### config.mk
export PLATFORM = sky130hd
export DESIGN_NAME = memstage_unit
export DESIGN_NICKNAME = d
export VERILOG_FILES = /design/src/rtl/memstage_pkg.sv /design/src/rtl/memstage_rst_sync.sv /design/src/rtl/memstage_decoder.sv /design/src/rtl/memstage_cells.sv /design/src/rtl/memstage_seq.sv /design/src/rtl/memstage_unit.sv
export SDC_FILE = /design/constraint.sdc
export NUM_CORES = 1
export LEC_CHECK = 0
export ABC_AREA = 1
export BUFFER_PORTS_ARGS = -buffer_cell sky130_fd_sc_hd__buf_2
export CAP_MARGIN = 20
export CELL_PAD_IN_SITES_DETAIL_PLACEMENT = 1
export CELL_PAD_IN_SITES_GLOBAL_PLACEMENT = 1
export CORE_MARGIN = 3
export CORE_UTILIZATION = 44
export CTS_BUF_LIST = sky130_fd_sc_hd__clkbuf_8
export DETAILED_ROUTE_END_ITERATION = 10
export HOLD_SLACK_MARGIN = 0.15
export PLACE_DENSITY_LB_ADDON = 0.1
export REMOVE_ABC_BUFFERS = 1
export SYNTH_ARGS = -nofsm -noshare
export SYNTH_HDL_FRONTEND = slang
export SYNTH_SLANG_ARGS = --single-unit
### constraint.sdc
create_clock -name clk -period 4.3 [get_ports clk]
set_input_delay 0.645 -clock clk [delete_from_list [all_inputs] [get_ports clk]]
set_output_delay 0.645 -clock clk [all_outputs]
set_load 0.02 [all_outputs]
### src/rtl/memstage_pkg.sv
package memstage_pkg;

  typedef enum logic [2:0] {
    ST_IDLE     = 3'd0,
    ST_LOAD_MAR = 3'd1,
    ST_DECODE   = 3'd2,
    ST_ACCESS   = 3'd3,
    ST_DONE     = 3'd4
  } seq_state_e;

  typedef enum logic {
    OP_FETCH = 1'b0,
    OP_STORE = 1'b1
  } mem_op_e;

endpackage

### src/rtl/memstage_rst_sync.sv
module memstage_rst_sync #(
  parameter int STAGES = 2
) (
  input  logic clk,
  input  logic rst_n,
  output logic rst_sync_n
);

  logic [STAGES-1:0] chain_q;

  always_ff @(posedge clk or negedge rst_n) begin
    if (!rst_n) begin
      chain_q <= '0;
    end else begin
      chain_q <= {chain_q[STAGES-2:0], 1'b1};
    end
  end

  assign rst_sync_n = chain_q[STAGES-1];

endmodule

### src/rtl/memstage_decoder.sv
module memstage_decoder #(
  parameter int ADDR_W = 2,
  localparam int DEPTH = 1 << ADDR_W
) (
  input  logic [ADDR_W-1:0] addr,
  input  logic              en,
  output logic [DEPTH-1:0]  sel
);

  for (genvar i = 0; i < DEPTH; i++) begin : g_line
    assign sel[i] = en && (addr == ADDR_W'(i));
  end

endmodule

### src/rtl/memstage_cells.sv
module memstage_cells #(
  parameter int ADDR_W = 2,
  parameter int DATA_W = 16,
  localparam int DEPTH = 1 << ADDR_W
) (
  input  logic              clk,
  input  logic              rst_n,
  input  logic [DEPTH-1:0]  sel,
  input  logic              wr_en,
  input  logic [DATA_W-1:0] wr_data,
  output logic [DATA_W-1:0] rd_data
);

  logic [DATA_W-1:0] word_w [DEPTH];

  for (genvar i = 0; i < DEPTH; i++) begin : g_cell
    logic              cell_en;
    logic [DATA_W-1:0] cell_q;

    assign cell_en = wr_en && sel[i];

    always_ff @(posedge clk or negedge rst_n) begin
      if (!rst_n) begin
        cell_q <= '0;
      end else if (cell_en) begin
        cell_q <= wr_data;
      end
    end

    assign word_w[i] = cell_q;
  end

  // One-hot select: OR of the gated words is the selected word.
  always_comb begin
    rd_data = '0;
    for (int i = 0; i < DEPTH; i++) begin
      rd_data = rd_data | (word_w[i] & {DATA_W{sel[i]}});
    end
  end

endmodule

### src/rtl/memstage_seq.sv
module memstage_seq
  import memstage_pkg::*;
#(
  parameter int ADDR_W = 2,
  localparam int DEPTH = 1 << ADDR_W
) (
  input  logic              clk,
  input  logic              rst_n,
  input  logic              req_fetch,
  input  logic              req_store,
  input  logic [ADDR_W-1:0] req_addr,
  input  logic [DEPTH-1:0]  dec_sel,
  output logic              dec_en,
  output logic [ADDR_W-1:0] mar_q,
  output logic [DEPTH-1:0]  sel_q,
  output logic              idle,
  output logic              busy,
  output logic              done,
  output logic              wr_en,
  output logic              mdr_cap
);

  seq_state_e        state_q, state_d;
  mem_op_e           op_q, op_d;
  logic [ADDR_W-1:0] mar_d;
  logic [DEPTH-1:0]  sel_d;
  logic              accept;
  logic              sel_en;

  assign accept = (state_q == ST_IDLE) && (req_fetch || req_store);

  always_comb begin
    state_d = state_q;
    unique case (state_q)
      ST_IDLE:     if (req_fetch || req_store) state_d = ST_LOAD_MAR;
      ST_LOAD_MAR: state_d = ST_DECODE;
      ST_DECODE:   state_d = ST_ACCESS;
      ST_ACCESS:   state_d = ST_DONE;
      ST_DONE:     state_d = ST_IDLE;
      default:     state_d = ST_IDLE;
    endcase
  end

  // Fetch wins when both requests arrive together.
  always_comb begin
    mar_d  = req_addr;
    op_d   = req_fetch ? OP_FETCH : OP_STORE;
    sel_en = (state_q == ST_DECODE) || (state_q == ST_ACCESS);
    sel_d  = (state_q == ST_DECODE) ? dec_sel : '0;
  end

  always_ff @(posedge clk or negedge rst_n) begin
    if (!rst_n) begin
      state_q <= ST_IDLE;
    end else begin
      state_q <= state_d;
    end
  end

  always_ff @(posedge clk or negedge rst_n) begin
    if (!rst_n) begin
      mar_q <= '0;
      op_q  <= OP_FETCH;
    end else if (accept) begin
      mar_q <= mar_d;
      op_q  <= op_d;
    end
  end

  always_ff @(posedge clk or negedge rst_n) begin
    if (!rst_n) begin
      sel_q <= '0;
    end else if (sel_en) begin
      sel_q <= sel_d;
    end
  end

  assign dec_en  = (state_q == ST_DECODE);
  assign idle    = (state_q == ST_IDLE);
  assign busy    = (state_q != ST_IDLE);
  assign done    = (state_q == ST_DONE);
  assign wr_en   = (state_q == ST_ACCESS) && (op_q == OP_STORE);
  assign mdr_cap = (state_q == ST_ACCESS) && (op_q == OP_FETCH);

endmodule

### src/rtl/memstage_unit.sv
module memstage_unit #(
  parameter int ADDR_W     = 2,
  parameter int DATA_W     = 16,
  parameter int RST_STAGES = 2,
  localparam int DEPTH     = 1 << ADDR_W
) (
  input  logic              clk,
  input  logic              rst_n,
  input  logic              req_fetch,
  input  logic              req_store,
  input  logic [ADDR_W-1:0] req_addr,
  input  logic              acc_load,
  input  logic [DATA_W-1:0] acc_in,
  output logic              busy,
  output logic              done,
  output logic [ADDR_W-1:0] mar_q,
  output logic [DEPTH-1:0]  sel_o,
  output logic [DATA_W-1:0] mdr_q,
  output logic [DATA_W-1:0] acc_q
);

  logic              rst_int_n;
  logic              dec_en;
  logic [DEPTH-1:0]  dec_sel;
  logic [DEPTH-1:0]  sel_q;
  logic              idle;
  logic              wr_en;
  logic              mdr_cap;
  logic [DATA_W-1:0] rd_data;
  logic              acc_en;

  memstage_rst_sync #(.STAGES(RST_STAGES)) u_rst (
    .clk        (clk),
    .rst_n      (rst_n),
    .rst_sync_n (rst_int_n)
  );

  memstage_seq #(.ADDR_W(ADDR_W)) u_seq (
    .clk       (clk),
    .rst_n     (rst_int_n),
    .req_fetch (req_fetch),
    .req_store (req_store),
    .req_addr  (req_addr),
    .dec_sel   (dec_sel),
    .dec_en    (dec_en),
    .mar_q     (mar_q),
    .sel_q     (sel_q),
    .idle      (idle),
    .busy      (busy),
    .done      (done),
    .wr_en     (wr_en),
    .mdr_cap   (mdr_cap)
  );

  memstage_decoder #(.ADDR_W(ADDR_W)) u_dec (
    .addr (mar_q),
    .en   (dec_en),
    .sel  (dec_sel)
  );

  memstage_cells #(.ADDR_W(ADDR_W), .DATA_W(DATA_W)) u_cells (
    .clk     (clk),
    .rst_n   (rst_int_n),
    .sel     (sel_q),
    .wr_en   (wr_en),
    .wr_data (acc_q),
    .rd_data (rd_data)
  );

  assign acc_en = acc_load && idle;

  always_ff @(posedge clk or negedge rst_int_n) begin
    if (!rst_int_n) begin
      acc_q <= '0;
    end else if (acc_en) begin
      acc_q <= acc_in;
    end
  end

  always_ff @(posedge clk or negedge rst_int_n) begin
    if (!rst_int_n) begin
      mdr_q <= '0;
    end else if (mdr_cap) begin
      mdr_q <= rd_data;
    end
  end

  assign sel_o = sel_q;

endmodule

# Word-level counts from Yosys, hierarchy flattened
# Index checks and enable logic that the tools add are counted.
[op_classes]
addsub = 0
mul = 0
div_mod_pow = 0
bitwise = 8
n_reduce_logical = 17
n_lt_le_gt_ge = 0
muxes = 4
n_eq_ne = 8
n_shift = 0
[ops]
columns = ["operator", "count"]
rows = [
  ["16-bit AND", 4],
  ["16-bit bitwise OR", 3],
  ["1-bit logical AND", 12],
  ["3-bit one-hot mux with 4 select lines", 1],
  ["3-bit by 2-bit == test with 1-bit output (second input constant)", 2],
  ["2-bit == test (second input constant)", 2],
  ["4-bit two-way mux", 1],
  ["3-bit by 1-bit == test with 1-bit output (second input constant)", 1],
  ["3-bit == test (second input constant)", 1],
  ["3-bit logical NOT", 1],
  ["3-bit two-way mux", 1],
  ["3-bit nonzero test", 1],
  ["2-bit by 1-bit == test with 1-bit output (second input constant)", 1],
  ["2-bit logical NOT", 1],
  ["1-bit logical OR", 2],
  ["2-bit by 1-bit inequality test with 1-bit output (second input constant)", 1],
  ["1-bit two-way mux", 1],
  ["1-bit inverter", 1],
]
[totals]
mem_count = 0
latchBits = 0
in_bits = 23
mem_bits_rw = 0
word_cells = 48
reg_bits = 108
rom_bits = 0
output_inout_bits = 40

# Longest topological paths before layout
[logic_depth]
depth_word = 4
ltp_mapped = 8

# By module
# From an unflattened synthesis, not the netlist that was laid out.
[hier_totals]
hier_cells = 576
hier_area_um2 = 4720.8
[modules_own_cells]
columns = ["module", "area_each_um2", "seq_area_each_um2", "cells_each", "n_inst"]
rows = [
  ["memstage_cells", 2887.8, 1601.5, 376, 1],
  ["memstage_unit", 1306.3, 800.8, 137, 1],
  ["memstage_seq", 442.9, 250.2, 52, 1],
  ["memstage_rst_sync", 53.8, 50.0, 3, 1],
  ["memstage_decoder", 30.0, 0.0, 8, 1],
]

# Least setup slack after synthesis
# No wires, ideal clock.
[synth_path]
path_kind = "register -> output"
start = "register u_seq.state_q[0]"
end = "output port done"
path_slack_ps = 2745
arrival_ps = 910
t_required_ps = 3655
stages_incl_launch_ff = 2
path_cell_list = "dfrtp_1 nor3_1"
[synth_via]
elab_chain_cells = 1
[synth_lines]
columns = ["element", "line", "rtl"]
rows = [
  ["from (decl)", "memstage_seq.sv:23", "seq_state_e state_q, state_d;"],
  ["from (signal assigned)", "memstage_seq.sv:56", "state_q <= state_d;"],
  ["3-bit == test", "memstage_seq.sv:81", "assign done = (state_q == ST_DONE);"],
  ["to (decl)", "memstage_unit.sv:15", "output logic done,"],
]
# Every way passes these cells.

# Final worst setup path
[layout_path]
start = "register u_seq.state_q[1]"
end = "register mdr_q[6]"
[layout_via]
elab_chain_cells = 2
[layout_lines]
columns = ["element", "line", "rtl"]
rows = [
  ["3-bit by 2-bit == test with 1-bit output", "memstage_seq.sv:83", "assign mdr_cap = (state_q == ST_ACCESS) && (op_q == OP_FETCH);"],
  ["1-bit logical AND", "memstage_seq.sv:83", ""],
  ["to (signal assigned)", "memstage_unit.sv:84", "mdr_q <= rd_data;"],
  ["to (decl)", "memstage_unit.sv:18", "output logic [DATA_W-1:0] mdr_q,"],
]
# Every way passes these cells.
# A chain may end at the register's enable or synchronous reset.

==> reports/metrics.yaml <==
global_routing:
  grt_overflow: 0
  grt_pass1_vias: 4671
  grt_max_degree: 67
  antenna_found_initial: 0
  grt_usage_pct: 22.1
  grt_pass1_wl_mm: 22.4
sta:
  finalSetupViolations: 0
  fin_crit_sh_pct: 63.5
  rsz0062_at_grt: "false"
  tightest_slew_ns: 0.957
  fmax_mhz: 366
  hold_viol: 0
  post-route-min-period_ns: 2.73
  slew_violations: 0
  max-slew-margin-rel_pct: 36.0
  final.setup_skew_ns: 0.00864
  setup_tns_ns: 0
pwr:
  powerDensity_mw_per_mm2: 636
  vdd_drop_max_mv: 0.463
  power_frac_seq_pct: 48.2
  p_leak_uw: 0.00318
  power.internal_uw: 1990
  p_sw_share_pct: 43.1
  p_sw_uw: 1510
  p_clk_share_pct: 19.6
  power_uw: 3490
  comb_power_share_pct: 32.2
synthesis:
  synthXorXnorAreaFrac_pct: 0
  synth_seq_cells: 108
  synth_area_leaders: "dfrtp_1 (55%), nand2_1 (24%), nand4_1 (8.1%)"
  ys_seq_area_share_pct: 54.9
  synth_top_area_share_pct: 54.9
  syn_area_mm2: 0.00492
  synth_simple_gate_area_share_pct: 34.1
  synth_top_family_by_area: "simple AND/OR/NAND/NOR gates"
  synth_compound_area_share_pct: 2.49
  synth_cell_types: 17
  yosys_warnings: 0
  synth_fa_ha_area_share_pct: 0
  synth_top_cell_by_area: "dfrtp_1"
  synthMuxAreaShare_pct: 0
  synth_cells: 627
  syn_avg_cell_area_um2: 7.85
setup_path:
  cp_max_fo: 41
  start_kind: "register"
  cp.arrival_ns: 3.00
  endpoint_kind: "register"
  cp_data_required_time_ns: 4.57
  critical_path_class: "register to register"
place:
  dpl.hpwl_mm: 8.06
  gp_congestion: 0.709
  port_buffers: 62
run:
  max-cap-violations: 0
floorplan:
  core_area_mm2: 0.0106
  rows: 37
  io_pins: 63
  dieHeight_um: 112
  die_w_um: 112
  initial_utilization_pct: 46.4
  dieArea_mm2: 0.0125
hold_path:
  hold_class: "register to register"
cells_and_area:
  final_cell_mix: "nand2_1 (316), dfrtp_1 (106), nand4_1 (64)"
  layout_commonest_cell: "nand2_1"
  drive_gt1_share_pct: 13.2
  diodes: 0
  fillers: 1338
  nets: 692
  area_growth_pct: 11.6
cts:
  numClockSinks: 108
  cts_tree: "yes"
  post_cts_buffers: 0
  htreeDepth: 3
  clockBufferDepth: 2
  path_clk_slew_ns: 0.10
  insertion_delay_ns: 0.38
  cts_buffers: 9
  cts_root_buffer: "clkbuf_8"
drt:
  drtAntennaViolNets: 0
  via_count: 4273
  wl_mm: 13.2
  drtIter0Drc: 225
  via_per_inst: 5.28
  drt-pass1-iter-count: 4
  avgRoutedWirePerCell_um: 16.3
  drc_errors: 0
status:
  status: "finished clean"
==> power by group through the flow <==
stage	clock, µW	combinational, µW	sequential (µW)
3_3_place_gp	0	1080	1680
4_1_cts	703	1140	1690
3_5_place_dp	0	1130	1700
2_1_floorplan	0	492	1830
5_1_grt	745	1270	1740
6_report	684	1120	1690
==> flip-flops by register name, summed over array words and instances, names as in the netlist <==
register,cells
acc_q,16
u_cells.g_cell.cell_q,64
mdr_q,16
u_seq.state_q,3
u_seq.sel_q,4
u_seq.op_q,1
u_rst.chain_q,2
u_seq.mar_q,2
==> repair_timing <==
item / 4_1_cts / 5_1_grt
gates resized for setup: 0 / 0
hold endpoints to repair: 2 / 0
hold buffers: 1 / 0
==> cell families (layout without fill, tap and decap cells) <==
group | Yosys count | count (layout)
other | 1 | 1
AO/OA/AOI/OAI | 24 | 24
flip-flops | 108 | 108
AND/OR/NAND/NOR | 397 | 397
buffers and inverters | 97 | 144
==> routing by layer <==
layer	vias to the layer above	routed length, µm	track usage [%]
li1	2047	-	-
met1	2153	5940	28.4
met2	58	6720	38.6
met3	15	343	2.77
met4	0	204	7.14
met5	-	0	0
==> through the flow <==
stage	cell area (µm²)	util [%]	std cells	hold slack (ns)	setup slack, ns
after floorplan	4720	-	587	0.331	1.07
after global placement	5270	49.7	793	0.339	1.70
after detailed placement	5270	49.7	793	0.361	1.57
after CTS	5490	51.8	810	0.388	1.55
after global routing	5490	51.8	810	0.387	1.38
final	5490	51.8	810	0.382	1.57
==> critical path, stage by stage, from the launching register on <==
cell and delay, ns:
dfrtp_1 0.44, nand2_1 0.12, nor2_4 0.70, buf_4 0.46, nand2_1 0.56, nand2_1 0.24, nand2_1 0.08
==> path summary, 6_finish.rpt <==
path                                                   start                                       end  slack [ns]  depth (start not counted)
worst max-delay path            u_seq.state_q[1]$_DFFE_PN0P_                      mdr_q[6]$_DFFE_PN0P_        1.57                          6
worst max register to register  u_seq.state_q[1]$_DFFE_PN0P_                      mdr_q[6]$_DFFE_PN0P_        1.57                          6
worst min register to register    u_rst.chain_q[0]$_DFF_PN0_                u_rst.chain_q[1]$_DFF_PN0_        0.38                          0
min in group asynchronous         u_rst.chain_q[1]$_DFF_PN0_   u_cells.g_cell[1].cell_q[9]$_DFFE_PN0P_        0.47                          0
worst min-delay path              u_rst.chain_q[0]$_DFF_PN0_                u_rst.chain_q[1]$_DFF_PN0_        0.38                          0
max in group asynchronous         u_rst.chain_q[1]$_DFF_PN0_  u_cells.g_cell[1].cell_q[14]$_DFFE_PN0P_        2.75                          1
==> cell type report <==
class	instances	area [µm²]	area share (%)
Inverter	57	214	3.90
Clock inverter	6	80.1	1.46
Tap cell	136	170	3.10
Multi-Input combinational cell	422	1800	32.8
Clock buffer	10	138	2.51
Sequential cell	108	2710	49.3
Timing Repair Buffer	71	380	6.92
==> cells in the mapped netlist <==
| master | instances |
|---|---|
| conb_1 | 1 |
| nand2_1 | 316 |
| inv_1 | 56 |
| o21a_1 | 1 |
| nor2_4 | 1 |
| inv_2 | 1 |
| nand3_1 | 12 |
| buf_4 | 7 |
| clkbuf_1 | 14 |
| nor2_1 | 2 |
| nand4_1 | 64 |
| buf_2 | 19 |
| dfrtp_1 | 108 |
| a21oi_1 | 1 |
| o21ai_0 | 22 |
| nor2_2 | 1 |
| nor3_1 | 1 |
(Power assumes the default switching activity.)
